### src/rtl/ad_mux_pkg.sv
`timescale 1ns/1ps
package ad_mux_pkg;

  // Bus phases of the write sequence, in the order a transfer visits them.
  typedef enum logic [2:0] {
    PH_IDLE   = 3'd0,
    PH_ALE    = 3'd1,
    PH_AHOLD  = 3'd2,
    PH_WAIT   = 3'd3,
    PH_SETUP  = 3'd4,
    PH_STROBE = 3'd5,
    PH_DHOLD  = 3'd6,
    PH_FGAP   = 3'd7
  } phase_e;

  // Fixed phase lengths in peripheral clocks.
  localparam int ALE_PCLK_DEF   = 2;
  localparam int AHOLD_PCLK_DEF = 1;
  localparam int SETUP_PCLK_DEF = 1;

endpackage

### src/rtl/ad_mux_pclk_div.sv
`timescale 1ns/1ps
module ad_mux_pclk_div #(
  parameter int DIV = 2
) (
  input  logic clk,
  input  logic rst,
  output logic tick
);
  localparam int CW = (DIV > 1) ? $clog2(DIV) : 1;

  generate
    if (DIV > 1) begin : g_div
      logic [CW-1:0] cnt_q;
      always_ff @(posedge clk) begin
        if (rst) cnt_q <= '0;
        else if (cnt_q == CW'(DIV - 1)) cnt_q <= '0;
        else cnt_q <= cnt_q + CW'(1);
      end
      assign tick = (cnt_q == CW'(DIV - 1));


      tick_spacing_chk: assert property (@(posedge clk) disable iff (rst)
        tick |=> !tick);
    end else begin : g_nodiv
      assign tick = 1'b1;
    end
  endgenerate

endmodule

### src/rtl/ad_mux_timing.sv
`timescale 1ns/1ps
module ad_mux_timing #(
  parameter int DUR_W       = 5,
  parameter int FLASH_EXTRA = 7,
  parameter int FLASH_DMIN  = 9
) (
  input  logic             clk,
  input  logic             rst,
  input  logic             load,
  input  logic [DUR_W-1:0] dur_i,
  input  logic             hold_i,
  input  logic             flash_i,
  input  logic             ale_low_i,
  output logic             ale_low_q,
  output logic [DUR_W-1:0] wr_len,
  output logic [DUR_W-1:0] hold_len,
  output logic [DUR_W-1:0] gap_len
);
  logic [DUR_W-1:0] dur_q;
  logic             hold_q;
  logic             flash_q;
  logic [DUR_W-1:0] dmin;
  logic [DUR_W-1:0] eff;

  // Configuration is captured only while the sequencer allows it.
  always_ff @(posedge clk) begin
    if (rst) begin
      dur_q     <= '0;
      hold_q    <= 1'b0;
      flash_q   <= 1'b0;
      ale_low_q <= 1'b0;
    end else if (load) begin
      dur_q     <= dur_i;
      hold_q    <= hold_i;
      flash_q   <= flash_i;
      ale_low_q <= ale_low_i;
    end
  end

  always_comb begin
    dmin     = flash_q ? DUR_W'(FLASH_DMIN) : DUR_W'(1);
    eff      = (dur_q < dmin) ? dmin : dur_q;
    wr_len   = flash_q ? (eff - DUR_W'(FLASH_EXTRA)) : eff;
    hold_len = hold_q ? DUR_W'(1) : '0;
    gap_len  = flash_q ? DUR_W'(FLASH_EXTRA) : '0;
  end


  strobe_floor_chk: assert property (@(posedge clk) disable iff (rst)
    wr_len >= DUR_W'(1));

  flash_floor_chk: assert property (@(posedge clk) disable iff (rst)
    (gap_len != '0) |-> (wr_len >= DUR_W'(FLASH_DMIN - FLASH_EXTRA)));

endmodule

### src/rtl/ad_mux_phase_fsm.sv
`timescale 1ns/1ps
module ad_mux_phase_fsm
  import ad_mux_pkg::*;
#(
  parameter int AD_W        = 16,
  parameter int CNT_W       = 8,
  parameter int LEN_W       = 5,
  parameter int ALE_PCLK    = ALE_PCLK_DEF,
  parameter int AHOLD_PCLK  = AHOLD_PCLK_DEF,
  parameter int SETUP_PCLK  = SETUP_PCLK_DEF
) (
  input  logic             clk,
  input  logic             rst,
  input  logic             tick,
  input  logic             req_valid,
  input  logic [AD_W-1:0]  req_addr,
  input  logic [CNT_W-1:0] req_count,
  input  logic             multi,
  input  logic [LEN_W-1:0] wr_len,
  input  logic [LEN_W-1:0] hold_len,
  input  logic [LEN_W-1:0] gap_len,
  input  logic             dat_valid,
  input  logic [AD_W-1:0]  dat_word,
  output logic             req_ready,
  output logic             dat_ready,
  output logic             cfg_load,
  output phase_e           st_d,
  output logic [AD_W-1:0]  addr_d,
  output logic [AD_W-1:0]  data_d,
  output logic             done_o
);
  phase_e           st_q;
  logic [AD_W-1:0]  addr_q, data_q;
  logic [CNT_W-1:0] rem_q, rem_d;
  logic [LEN_W-1:0] cnt_q, plen;
  logic             phase_end;
  logic             go_setup, finish, accept;

  always_comb begin
    unique case (st_q)
      PH_ALE:    plen = LEN_W'(ALE_PCLK);
      PH_AHOLD:  plen = LEN_W'(AHOLD_PCLK);
      PH_SETUP:  plen = LEN_W'(SETUP_PCLK);
      PH_STROBE: plen = wr_len;
      PH_DHOLD:  plen = hold_len;
      PH_FGAP:   plen = gap_len;
      default:   plen = LEN_W'(1);
    endcase
  end

  assign phase_end = tick && (cnt_q == plen - LEN_W'(1));

  always_comb begin
    st_d      = st_q;
    addr_d    = addr_q;
    data_d    = data_q;
    rem_d     = rem_q;
    req_ready = 1'b0;
    dat_ready = 1'b0;
    go_setup  = 1'b0;
    finish    = 1'b0;
    accept    = 1'b0;
    if (phase_end) begin
      unique case (st_q)
        PH_IDLE:  accept = req_valid;
        PH_ALE:   st_d = PH_AHOLD;
        PH_AHOLD: go_setup = 1'b1;
        PH_WAIT:  go_setup = 1'b1;
        PH_SETUP: st_d = PH_STROBE;
        PH_STROBE: begin
          rem_d = rem_q - CNT_W'(1);
          if (hold_len != '0) st_d = PH_DHOLD;
          else if (rem_q > CNT_W'(1)) begin
            if (gap_len != '0) st_d = PH_FGAP;
            else go_setup = 1'b1;
          end else finish = 1'b1;
        end
        PH_DHOLD: begin
          if (rem_q != '0) begin
            if (gap_len != '0) st_d = PH_FGAP;
            else go_setup = 1'b1;
          end else finish = 1'b1;
        end
        PH_FGAP:  go_setup = 1'b1;
        default:  st_d = PH_IDLE;
      endcase
    end
    if (go_setup) begin
      if (dat_valid) begin
        dat_ready = 1'b1;
        data_d    = dat_word;
        st_d      = PH_SETUP;
      end else begin
        st_d = PH_WAIT;
      end
    end
    if (finish) begin
      st_d   = PH_IDLE;
      accept = req_valid;
    end
    if (accept) begin
      req_ready = 1'b1;
      st_d      = PH_ALE;
      addr_d    = req_addr;
      rem_d     = (multi && req_count != '0) ? req_count : CNT_W'(1);
    end
  end

  assign cfg_load = (st_q == PH_IDLE) || accept;

  always_ff @(posedge clk) begin
    if (rst) begin
      st_q   <= PH_IDLE;
      addr_q <= '0;
      data_q <= '0;
      rem_q  <= '0;
      cnt_q  <= '0;
      done_o <= 1'b0;
    end else begin
      st_q   <= st_d;
      addr_q <= addr_d;
      data_q <= data_d;
      rem_q  <= rem_d;
      done_o <= finish;
      if (tick) cnt_q <= phase_end ? '0 : cnt_q + LEN_W'(1);
    end
  end


  phase_cnt_bound_chk: assert property (@(posedge clk) disable iff (rst)
    cnt_q < plen);

  req_dat_excl_chk: assert property (@(posedge clk) disable iff (rst)
    !(req_ready && dat_ready));

  ready_on_tick_chk: assert property (@(posedge clk) disable iff (rst)
    (req_ready || dat_ready) |-> tick);

endmodule

### src/rtl/ad_mux_pin_drv.sv
`timescale 1ns/1ps
module ad_mux_pin_drv
  import ad_mux_pkg::*;
#(
  parameter int AD_W = 16
) (
  input  logic            clk,
  input  logic            rst,
  input  phase_e          st_d,
  input  logic [AD_W-1:0] addr_d,
  input  logic [AD_W-1:0] data_d,
  input  logic            ale_low,
  output logic            ale_o,
  output logic            wr_n_o,
  output logic [AD_W-1:0] ad_o,
  output logic            ad_oe_o
);
  logic addr_phase;
  assign addr_phase = (st_d == PH_ALE) || (st_d == PH_AHOLD);

  // Pins are decoded from the next phase so every one leaves a flop.
  always_ff @(posedge clk) begin
    if (rst) begin
      ale_o   <= 1'b0;
      wr_n_o  <= 1'b1;
      ad_o    <= '0;
      ad_oe_o <= 1'b0;
    end else begin
      ale_o   <= (st_d == PH_ALE) ^ ale_low;
      wr_n_o  <= (st_d != PH_STROBE);
      ad_oe_o <= (st_d != PH_IDLE);
      ad_o    <= addr_phase ? addr_d : ((st_d == PH_IDLE) ? '0 : data_d);
    end
  end


  strobe_drives_bus_chk: assert property (@(posedge clk) disable iff (rst)
    !wr_n_o |-> ad_oe_o);

endmodule

### src/rtl/mux_ad_write_seq.sv
`timescale 1ns/1ps
module mux_ad_write_seq
  import ad_mux_pkg::*;
#(
  parameter int AD_W     = 16,
  parameter int DUR_W    = 5,
  parameter int CNT_W    = 8,
  parameter int PCLK_DIV = 2,
  parameter int FLASH_EXTRA = 7,
  parameter int FLASH_DMIN  = 9
) (
  input  logic             clk,
  input  logic             rst,
  input  logic [DUR_W-1:0] cfg_dur,
  input  logic             cfg_hold,
  input  logic             cfg_flash,
  input  logic             cfg_ale_low,
  input  logic             cfg_multi,
  input  logic             req_valid,
  output logic             req_ready,
  input  logic [AD_W-1:0]  req_addr,
  input  logic [CNT_W-1:0] req_count,
  input  logic             dat_valid,
  output logic             dat_ready,
  input  logic [AD_W-1:0]  dat_word,
  output logic             ale_o,
  output logic             wr_n_o,
  output logic [AD_W-1:0]  ad_o,
  output logic             ad_oe_o,
  output logic             done_o
);
  logic             tick;
  logic             cfg_load;
  logic             ale_low_q;
  logic [DUR_W-1:0] wr_len, hold_len, gap_len;
  phase_e           st_d;
  logic [AD_W-1:0]  addr_d, data_d;

  ad_mux_pclk_div #(.DIV(PCLK_DIV)) u_div (
    .clk (clk),
    .rst (rst),
    .tick(tick)
  );

  ad_mux_timing #(
    .DUR_W      (DUR_W),
    .FLASH_EXTRA(FLASH_EXTRA),
    .FLASH_DMIN (FLASH_DMIN)
  ) u_timing (
    .clk      (clk),
    .rst      (rst),
    .load     (cfg_load),
    .dur_i    (cfg_dur),
    .hold_i   (cfg_hold),
    .flash_i  (cfg_flash),
    .ale_low_i(cfg_ale_low),
    .ale_low_q(ale_low_q),
    .wr_len   (wr_len),
    .hold_len (hold_len),
    .gap_len  (gap_len)
  );

  ad_mux_phase_fsm #(
    .AD_W (AD_W),
    .CNT_W(CNT_W),
    .LEN_W(DUR_W)
  ) u_fsm (
    .clk      (clk),
    .rst      (rst),
    .tick     (tick),
    .req_valid(req_valid),
    .req_addr (req_addr),
    .req_count(req_count),
    .multi    (cfg_multi),
    .wr_len   (wr_len),
    .hold_len (hold_len),
    .gap_len  (gap_len),
    .dat_valid(dat_valid),
    .dat_word (dat_word),
    .req_ready(req_ready),
    .dat_ready(dat_ready),
    .cfg_load (cfg_load),
    .st_d     (st_d),
    .addr_d   (addr_d),
    .data_d   (data_d),
    .done_o   (done_o)
  );

  ad_mux_pin_drv #(.AD_W(AD_W)) u_pins (
    .clk    (clk),
    .rst    (rst),
    .st_d   (st_d),
    .addr_d (addr_d),
    .data_d (data_d),
    .ale_low(ale_low_q),
    .ale_o  (ale_o),
    .wr_n_o (wr_n_o),
    .ad_o   (ad_o),
    .ad_oe_o(ad_oe_o)
  );


  ale_strobe_excl_chk: assert property (@(posedge clk) disable iff (rst)
    !((ale_o ^ ale_low_q) && !wr_n_o));

  strobe_on_pclk_chk: assert property (@(posedge clk) disable iff (rst)
    !$stable(wr_n_o) |-> $past(tick));

  done_pulse_chk: assert property (@(posedge clk) disable iff (rst)
    done_o |=> !done_o);

  ale_on_pclk_chk: assert property (@(posedge clk) disable iff (rst)
    ($rose(ad_oe_o)) |-> (ale_o ^ ale_low_q));

endmodule

### config.mk
export PLATFORM = sky130hd
export DESIGN_NAME = mux_ad_write_seq
export DESIGN_NICKNAME = d
export VERILOG_FILES = /design/src/rtl/ad_mux_pkg.sv /design/src/rtl/ad_mux_pclk_div.sv /design/src/rtl/ad_mux_timing.sv /design/src/rtl/ad_mux_phase_fsm.sv /design/src/rtl/ad_mux_pin_drv.sv /design/src/rtl/mux_ad_write_seq.sv
export SDC_FILE = /design/constraint.sdc
export NUM_CORES = 1
export LEC_CHECK = 0
export BUFFER_PORTS_ARGS = -buffer_cell sky130_fd_sc_hd__buf_4
export CORE_UTILIZATION = 40
export CTS_BUF_LIST = sky130_fd_sc_hd__clkbuf_4
export DETAILED_ROUTE_END_ITERATION = 10
export PLACE_DENSITY = 0.7
export REMOVE_ABC_BUFFERS = 1
export SETUP_SLACK_MARGIN = 0.4
export SYNTH_ARGS = -nofsm -noshare
export SYNTH_HDL_FRONTEND = slang
export SYNTH_SLANG_ARGS = --single-unit
### constraint.sdc
create_clock -name clk -period 4.75 [get_ports clk]
set_input_delay 0.95 -clock clk [delete_from_list [all_inputs] [get_ports clk]]
set_output_delay 0.95 -clock clk [all_outputs]
set_load 0.02 [all_outputs]
# ---- Word-level counts from Yosys, hierarchy flattened
# Index checks and enable logic that the tools add are counted.
dict set report word_totals {
  ff_bits 77
  elab_cells 93
}
dict set report op_classes {
  eq_ne 11
  bitwise 1
  n_addsub 5
  magnitude_cmp 2
  n_mux 43
  n_reduce_logical 16
}
# operator n
set ops {}
lappend ops {{$mux 16} 5}
lappend ops {{$mux 8} 4}
lappend ops {{$mux 3} 10}
lappend ops {{$pmux 5 s4} 1}
lappend ops {{$mux 1} 16}
lappend ops {{$reduce_bool 8->1} 2}
lappend ops {{$mux 5} 3}
lappend ops {{$eq 3x3->1 const B} 4}
lappend ops {{$pmux 3 s4} 1}
lappend ops {{$reduce_bool 5->1} 2}
lappend ops {{$eq 3x2->1 const B} 3}
lappend ops {{$gt 8x1->1 const B} 1}
lappend ops {{$sub 8x1->8 const B} 1}
lappend ops {{$eq 3x1->1 const B} 2}
lappend ops {{$logic_not 3->1} 2}
lappend ops {{$add 5x1->5 const B} 1}
lappend ops {{$eq 5x5->1} 1}
lappend ops {{$lt 5x5->1} 1}
lappend ops {{$sub 5x1->5 const B} 1}
lappend ops {{$sub 5x3->5 const B} 1}
lappend ops {{$mux 4} 1}
lappend ops {{$reduce_bool 2->1} 2}
lappend ops {{$ne 3x3->1 const B} 1}
lappend ops {{$pmux 1 s3} 1}
lappend ops {{9 further kinds} 11}

# ---- Longest topological paths before layout
# Gate-level depths: netlist of run 1.
dict set report logic_depth {
  word_depth 16
  depth_mapped 21
  ltp_nobuf 18
}

# ---- Cells and area by module
# Synthesis of run 1 repeated with hierarchy kept, for this count alone.
dict set report unflattened {
  cells_unflattened 531
  hier_area_um2 4669.5
}
# mod area_per_inst_um2 cells_per_inst n_inst seq_area_each_um2
set modules_own_cells {}
lappend modules_own_cells {ad_mux_phase_fsm 3263.1 383 1 980.9}
lappend modules_own_cells {ad_mux_pin_drv 858.3 83 1 380.4}
lappend modules_own_cells {ad_mux_timing 524.3 63 1 160.2}
lappend modules_own_cells {ad_mux_pclk_div 23.8 2 1 20.0}

# ---- Worst setup path after synthesis of run 1
# Ideal clock, no wire load.
dict set report synth_path {
  path_type {register to output}
  start {register u_timing.flash_q}
  end {output dat_ready}
  setup_slack_ps 296
  arrival_ps 3504
  path_stages_with_launch 19
  n_path_buf 3
  path_cell_list {dfxtp_1 -> buf_2 -> inv_1 -> ha_1 -> o21ai_0 -> a21oi_1 -> inv_1 -> ha_1 -> o211ai_1 -> o311ai_1 -> nand2_1 -> ha_1 -> nand2_1 -> or3_1 -> a21oi_2 -> nand3_1 -> nor2_2 -> buf_4 -> buf_4}
}
dict set report synth_between {
  elab_chain_len 11
  word_cells_on_any_way 18
  cone_classes {add/sub: 2; order compare: 1; eq/ne: 1; mux: 12; reduce/logical: 2}
}
# element line
set synth_lines {}
lappend synth_lines {{start, declared} ad_mux_timing.sv:21} ;# logic flash_q;
lappend synth_lines {{start signal, assigned} ad_mux_timing.sv:35} ;# flash_q <= flash_i;
lappend synth_lines {{$mux 4} ad_mux_timing.sv:41} ;# dmin = flash_q ? DUR_W'(FLASH_DMIN) : DUR_W'(1);
lappend synth_lines {{$lt 5x5->1} ad_mux_timing.sv:42} ;# eff = (dur_q < dmin) ? dmin : dur_q;
lappend synth_lines {{$mux 5} ad_mux_timing.sv:42}
lappend synth_lines {{$sub 5x3->5} ad_mux_timing.sv:43} ;# wr_len = flash_q ? (eff - DUR_W'(FLASH_EXTRA)) : eff;
lappend synth_lines {{$mux 5} ad_mux_timing.sv:43}
lappend synth_lines {{$pmux 5 s4} ad_mux_phase_fsm.sv:40} ;# unique case (st_q)
lappend synth_lines {{$sub 5x1->5} ad_mux_phase_fsm.sv:51} ;# assign phase_end = tick && (cnt_q == plen - LEN_W'(1));
lappend synth_lines {{$eq 5x5->1} ad_mux_phase_fsm.sv:51}
lappend synth_lines {{$logic_and 1x1->1} ad_mux_phase_fsm.sv:51}
lappend synth_lines {{$mux 1 *} ad_mux_phase_fsm.sv:63} ;# if (phase_end) begin
lappend synth_lines {{$mux 1 *} ad_mux_phase_fsm.sv:88} ;# if (go_setup) begin
lappend synth_lines {{end, declared} mux_ad_write_seq.sv:24} ;# output logic dat_ready,
# Every way passes the cells marked *; elsewhere a longest branch is shown, timed or not.

# ---- Worst setup path in the final report of run 1
# Ends and elaborated chain as after synthesis.

==> impl_metrics.ini, run 1 <==
[timing]
fin_crit_sh_pct = 90.84
timing.fmax_mhz = 231.8
final-setup-viol-count = 0
worst_pin_slew_ns = 0.7411
finalMaxSlewViolations = 0
hold_viol_final = 0
rsz0062_at_grt = true
tns_ns = 0
fin_crit_ns = 4.315
clock_skew_ns = 0.01965
worst_slew_margin_rel_pct = 50.59

[power]
power_switching_mw = 0.4671
swShare_pct = 31.58
ir_worst_vdd_mv = 0.2099
combinationalPowerShare_pct = 25.1
power_frac_seq_pct = 47.3
p_int_mw = 1.012
leakage_nw = 2.109
power_density_mw_per_mm2 = 303.5
pwr-share-clk_pct = 27.6

[layout]
n_fill_cell = 869
multi_input_area_mm2 = 0.002200
layout_common_cells = 92 x buf_4, 75 x dfxtp_1, 38 x nor2_1, 37 x mux2i_1, 27 x inv_1
antenna-diode-count = 0
final_cells = 638
layout.nets = 563
synthToLayoutAreaGrowth_pct = 25.48
drive_gt1_share_pct = 32.02
postLayoutCellArea_mm2 = 0.004875
seqCellArea_mm2 = 0.001544
layout_commonest_cell = buf_4
fin_util_pct = 52.26

[logic_synthesis]
synth_seq_area_share_pct = 39.68
synth_cell_types = 72
synth_edf_count = 0
synthArstFlopShare_pct = 0
ys.warnings.count = 0
synth.cell_area_mm2 = 0.003885
synth_ff_type = dfxtp_1
syn_inst = 423
ys_seq_elements = 77
syn_avg_cell_area_um2 = 9.184

[clock_network]
worstSkewPairLatency_ns = 0.44
cts_buffers = 9
cts_sinks = 77
holdBufCountCts = 0
cts_buffer_depth = 2
htree_levels = 3
root_buffer = clkbuf_4
cts_tree = yes
path_clk_slew_ns = 0.13

[critical_path]
required_ns = 3.80
arrival_ns = 3.36
worst_setup_path_start_kind = register
path_max_fanout = 4
worstSetupPathType = register to output port
end_kind = output port

[detailed_routing]
drc_errors = 0
antenna_left = 0
drt-wirelength-per-cell_um = 14.71
drtIter0Drc = 144
drt-total-wl_um = 9384
vias_per_cell = 5.334
route.vias.total = 3403
first_pass_iters = 4

[place]
placed_area_mm2 = 0.004553
gp_congestion = 0.8554
port_buffers = 74
dp_cells = 612
dpl.hpwl_um = 6511

[floorplanning]
die_y_um = 100.6
die_w_um = 100.6
rows = 35
dieArea_mm2 = 0.01011
start_util_pct = 41.65
core_mm2 = 0.009328
ioPinCount = 75

[global_routing]
antenna_found_initial = 0
grt_use_total_pct = 19.35
grt_pass1_wl_um = 15270
grt_max_degree = 75
grt_overflow = 0
grt_pass1_vias = 3265

[worst_hold_path]
hold_path.class = register to register

[run]
cap_violations = 0

[status]
status = finished clean
[cell families (layout without fill, tap and decap cells)]
group	after synthesis	in the layout	share of synthesized area, %
simple gates	139	139	19.03
compound gates	100	100	20.58
flops	77	77	39.68
buf+inv	54	140	6.087
mux	40	40	10.76
xor+xnor	7	7	1.933
fa+ha+maj	6	6	1.932
[flip-flops by register name (all words and copies together), names as in the netlist, 3 cells and up]
| register | count |
|---|---|
| u_fsm.cnt_q | 5 |
| u_timing.dur_q | 5 |
| u_fsm.addr_q | 16 |
| u_pins.ad_o | 16 |
| u_fsm.st_q | 3 |
| u_fsm.data_q | 16 |
| u_fsm.rem_q | 8 |
[per-layer routing]
layer  GRT usage (%)  part of all wire, %
met4           7.804                  1.9
met3           6.588                  8.5
met1           23.31                   42
met2           31.66                   48
met5               0                    0
[synth_stat cells, drive strengths merged (4+ instances only)]
cell | instances | area, µm²
nand2b | 10 | 62.56
a21oi | 24 | 127.6
a31oi | 6 | 37.54
nand4 | 4 | 25.02
nor3 | 12 | 65.06
dfxtp | 77 | 1541
nand2 | 20 | 75.07
o21ai | 17 | 85.08
a211oi | 4 | 35.03
a21o | 6 | 45.04
nand3 | 10 | 50.05
and2 | 5 | 31.28
nor2 | 39 | 148.9
ha | 6 | 75.07
buf | 12 | 78.82
or2 | 17 | 106.4
inv | 29 | 108.9
mux2i | 39 | 406.6
nor2b | 4 | 25.02
clkbuf | 12 | 45.04
and3 | 4 | 25.02
o32ai | 14 | 190.2
[through the flow]
stage	total power, mW	hold slack [ns]	worst slack (ns)
after detailed placement	1.050	0.4823	0.2772
after global routing	1.556	0.5368	0.2706
after global placement	1.043	0.4684	0.4383
after CTS	1.481	0.5101	0.3753
after floorplan	0.9306	0.4383	-0.3059
final	1.479	0.5063	0.4350
[power by group through the flow]
| stage | clock network [mW] | logic, mW | registers, mW |
|---|---|---|---|
| 2_1_floorplan | 0 | 0.215 | 0.716 |
| 3_3_place_gp | 0 | 0.331 | 0.711 |
| 3_5_place_dp | 0 | 0.338 | 0.712 |
| 4_1_cts | 0.422 | 0.359 | 0.700 |
| 5_1_grt | 0.446 | 0.405 | 0.705 |
| 6_report | 0.408 | 0.371 | 0.700 |
[path summary, 6_finish.rpt]
kind | startpoint | to | slack [ns] | depth (start not counted)
max reg2reg | u_timing.flash_q$_SDFFE_PP0P_ | u_pins.ad_o[1]$_SDFF_PP0_ | 0.64 | 22
max | u_timing.flash_q$_SDFFE_PP0P_ | dat_ready | 0.44 | 16
min | u_timing.dur_q[3]$_SDFFE_PP0P_ | u_timing.dur_q[3]$_SDFFE_PP0P_ | 0.51 | 2
min reg2reg | u_timing.dur_q[3]$_SDFFE_PP0P_ | u_timing.dur_q[3]$_SDFFE_PP0P_ | 0.51 | 2
[cell type report]
| class | instances | share of cell area (%) |
|---|---|---|
| timing repair buffer | 94 | 14.63 |
| sequential | 77 | 31.67 |
| inverter | 30 | 2.387 |
| clock inverter | 7 | 1.489 |
| tap | 129 | 3.311 |
| clock buffer | 9 | 1.386 |
| multi-input combinational | 292 | 45.12 |
[repair_timing]
action                                  4_1_cts  5_1_grt
pin swaps                                    10       11
endpoints found under the setup margin       16       16
resized for setup                            15        8
setup buffers                                 6        4
[critical path, stage by stage, from the launching register on]
cell and delay, ns:
dfxtp_2 0.37, inv_4 0.04, ha_4 0.28, o21ai_2 0.06
a21oi_2 0.16, inv_1 0.06, ha_1 0.27, o211ai_1 0.19
o311ai_2 0.18, nand2_1 0.15, ha_4 0.16, nand2_2 0.05
or3_4 0.34, a21oi_4 0.19, nand3_2 0.13, nor2_4 0.17
buf_6 0.14
Note: power is estimated with default switching activity, not from simulation.
==> run 2, diff against run 1 <==
- CORE_UTILIZATION: 40 -> 55
- PLACE_DENSITY: 0.7 -> 0.88
==> run 2 against run 1 <==
Effect of this change:
- worst setup slack lost 0.051 ns
- die area shrank 27%
- clock skew shrank 0.0081 ns
- combinational power is essentially flat
- critical path depth is the same
- maximum frequency shrank 1.2%
- sequential power is essentially flat
- clock power grew 9.8%
- worst hold slack gained 0.0096 ns
- flip-flop and latch count is the same
- critical path type unchanged
- largest power group unchanged
==> impl_metrics.ini, run 2 (synthesis results as in run 1) <==
[status]
status = finished clean

[floorplanning]
die_w_um = 86.05
ioPinCount = 75
start_util_pct = 57.18
die_y_um = 86.05
rows = 30
dieArea_mm2 = 0.007404
core_mm2 = 0.006794

[critical_path]
worst_setup_path_start_kind = register
r2r-end = u_pins.ad_o[5]$_SDFF_PP0_
arrival_ns = 3.42
ff2ff_setup_slack_ns = 0.55
crit_top_cell = ha_4
rr_startpoint = u_timing.flash_q$_SDFFE_PP0P_
path_cells = inv_4 > ha_4 > o21ai_2 > a21oi_2 > inv_2 > ha_4 > o211ai_1 > o311ai_2 > nand2_1 > ha_4 > nor2b_4 > mux2_4 > a211o_1 > nand4b_1 > clkinv_2 > buf_6
required_ns = 3.80
end_kind = output port
rr_worst_depth = 19
worstSetupPathType = register to output port
cp-startpoint = u_timing.flash_q$_SDFFE_PP0P_
path_max_fanout = 5
cp-endpoint = req_ready
slowest_delay_ns = 0.37
slowest_stage = dfxtp_2

[timing]
finalMaxSlewViolations = 0
rsz0062_at_grt = true
clock_skew_ns = 0.01153
whs_ns = 0.5159
final-setup-viol-count = 0
fin_crit_sh_pct = 91.91
worst_pin_slew_ns = 0.8158
worst_slew_margin_rel_pct = 45.57
fin_crit_ns = 4.366
hold_viol_final = 0
timing.fmax_mhz = 229.1

[detailed_routing]
drt-total-wl_um = 9303
route.vias.total = 3471
first_pass_iters = 7
antenna_left = 0
drt-wirelength-per-cell_um = 15.48
drc_errors = 0
vias_per_cell = 5.775
drtIter0Drc = 240

[clock_network]
cts_sinks = 77
path_clk_slew_ns = 0.12
cts_buffers = 9
root_buffer = clkbuf_4
cts_tree = yes
worstSkewPairLatency_ns = 0.43
holdBufCountCts = 0
cts_buffer_depth = 2
htree_levels = 3

[layout]
multi_input_area_mm2 = 0.002202
layout_common_cells = 88 x buf_4, 75 x dfxtp_1, 38 x nor2_1, 37 x mux2i_1, 25 x inv_1
layout_commonest_cell = buf_4
n_fill_cell = 515
drive_gt1_share_pct = 32.28
reg_top3 = u_fsm.addr_q: 16 flops, u_fsm.data_q: 16 flops, u_pins.ad_o: 16 flops
antenna-diode-count = 0
synthToLayoutAreaGrowth_pct = 24.35
layout.nets = 559
seqCellArea_mm2 = 0.001546

[power]
power_switching_mw = 0.4517
finalPower_mw = 1.521
combinationalPowerShare_pct = 24.5
leakage_nw = 2.111
power_density_mw_per_mm2 = 314.8
p_int_mw = 1.069
swShare_pct = 29.70
pwr-share-clk_pct = 29.4
ir_worst_vdd_mv = 0.2110
power_frac_seq_pct = 46.1

[place]
port_buffers = 74
dpl.hpwl_um = 6294
gp_congestion = 0.9268

[global_routing]
antenna_found_initial = 0
grt_pass1_wl_um = 14550
grt_max_degree = 75
grt_overflow = 0
grt_pass1_vias = 3215
grt_use_total_pct = 24.94

[run]
cap_violations = 0

[worst_hold_path]
hold_path.class = register to register
[run 2: area by class of cell]
cell class / count / share of cell area (%)
clock buffers: 10 / 1.554
inverters: 30 / 2.409
clock inverters: 6 / 1.813
flip-flops and latches: 77 / 32.01
well taps: 96 / 2.486
repair buffers: 90 / 14.14
multi-input cells: 292 / 45.58
[run 2: layer usage]
layer | vias to the layer above | share of wire [%] | global-route usage, %
li1 | 1667 | - | -
met1 | 1646 | 40 | 29.27
met2 | 140 | 50 | 43.51
met3 | 18 | 7.9 | 6.545
met4 | 0 | 1.5 | 9.394
met5 | - | 0 | 0
[run 2: how the worst min path moves through the flow]
stage | to | cells past startpoint | slack (ns) | start
after floorplan | u_timing.ale_low_q$_SDFFE_PP0P_ | 2 | 0.44 | u_timing.ale_low_q$_SDFFE_PP0P_
after global placement | u_fsm.data_q[0]$_SDFF_PP0_ | 2 | 0.47 | u_fsm.data_q[0]$_SDFF_PP0_
after detailed placement | u_fsm.data_q[2]$_SDFF_PP0_ | 2 | 0.49 | u_fsm.data_q[2]$_SDFF_PP0_
after CTS | u_timing.dur_q[3]$_SDFFE_PP0P_ | 2 | 0.51 | u_timing.dur_q[3]$_SDFFE_PP0P_
after global routing | u_timing.dur_q[3]$_SDFFE_PP0P_ | 2 | 0.54 | u_timing.dur_q[3]$_SDFFE_PP0P_
final | u_timing.dur_q[3]$_SDFFE_PP0P_ | 2 | 0.52 | u_timing.dur_q[3]$_SDFFE_PP0P_
[run 2: critical path, delay by kind of cell, from the launching register on]
family / cells / cell delay [ns]
DFF: 1 / 0.37
muxes: 1 / 0.26
AOI/OAI and AO/OA: 5 / 0.78
buffers and inverters: 4 / 0.35
adders and majority gates: 3 / 0.77
and+or+nand+nor: 3 / 0.46
[run 2: power by group through the flow]
stage | Combinational, mW | Sequential (mW) | Clock (mW)
after floorplan | 0.215 | 0.716 | 0
after global placement | 0.326 | 0.711 | 0
after detailed placement | 0.336 | 0.712 | 0
after CTS | 0.348 | 0.699 | 0.454
after global routing | 0.405 | 0.705 | 0.478
final | 0.372 | 0.701 | 0.448
[run 2: per-stage QoR]
step                      utilization [%]  instance area [µm²]  cells  worst slack, ns  setup TNS (ns)
after floorplan                         -                 3761    399          -0.3059          -4.697
after global placement              66.41                 4512    579           0.4869               0
after detailed placement            66.41                 4512    579           0.3250               0
after CTS                           69.82                 4743    597           0.4047               0
after global routing                71.10                 4831    601           0.2295               0
final                               71.10                 4831    601           0.3844               0
[run 2: repair_timing]
item                       4_1_cts  5_1_grt
pin swaps                        5       10
buffers inserted                 2        4
resized for setup               11       15
gates cloned                     0        0
setup endpoints to repair       16       16
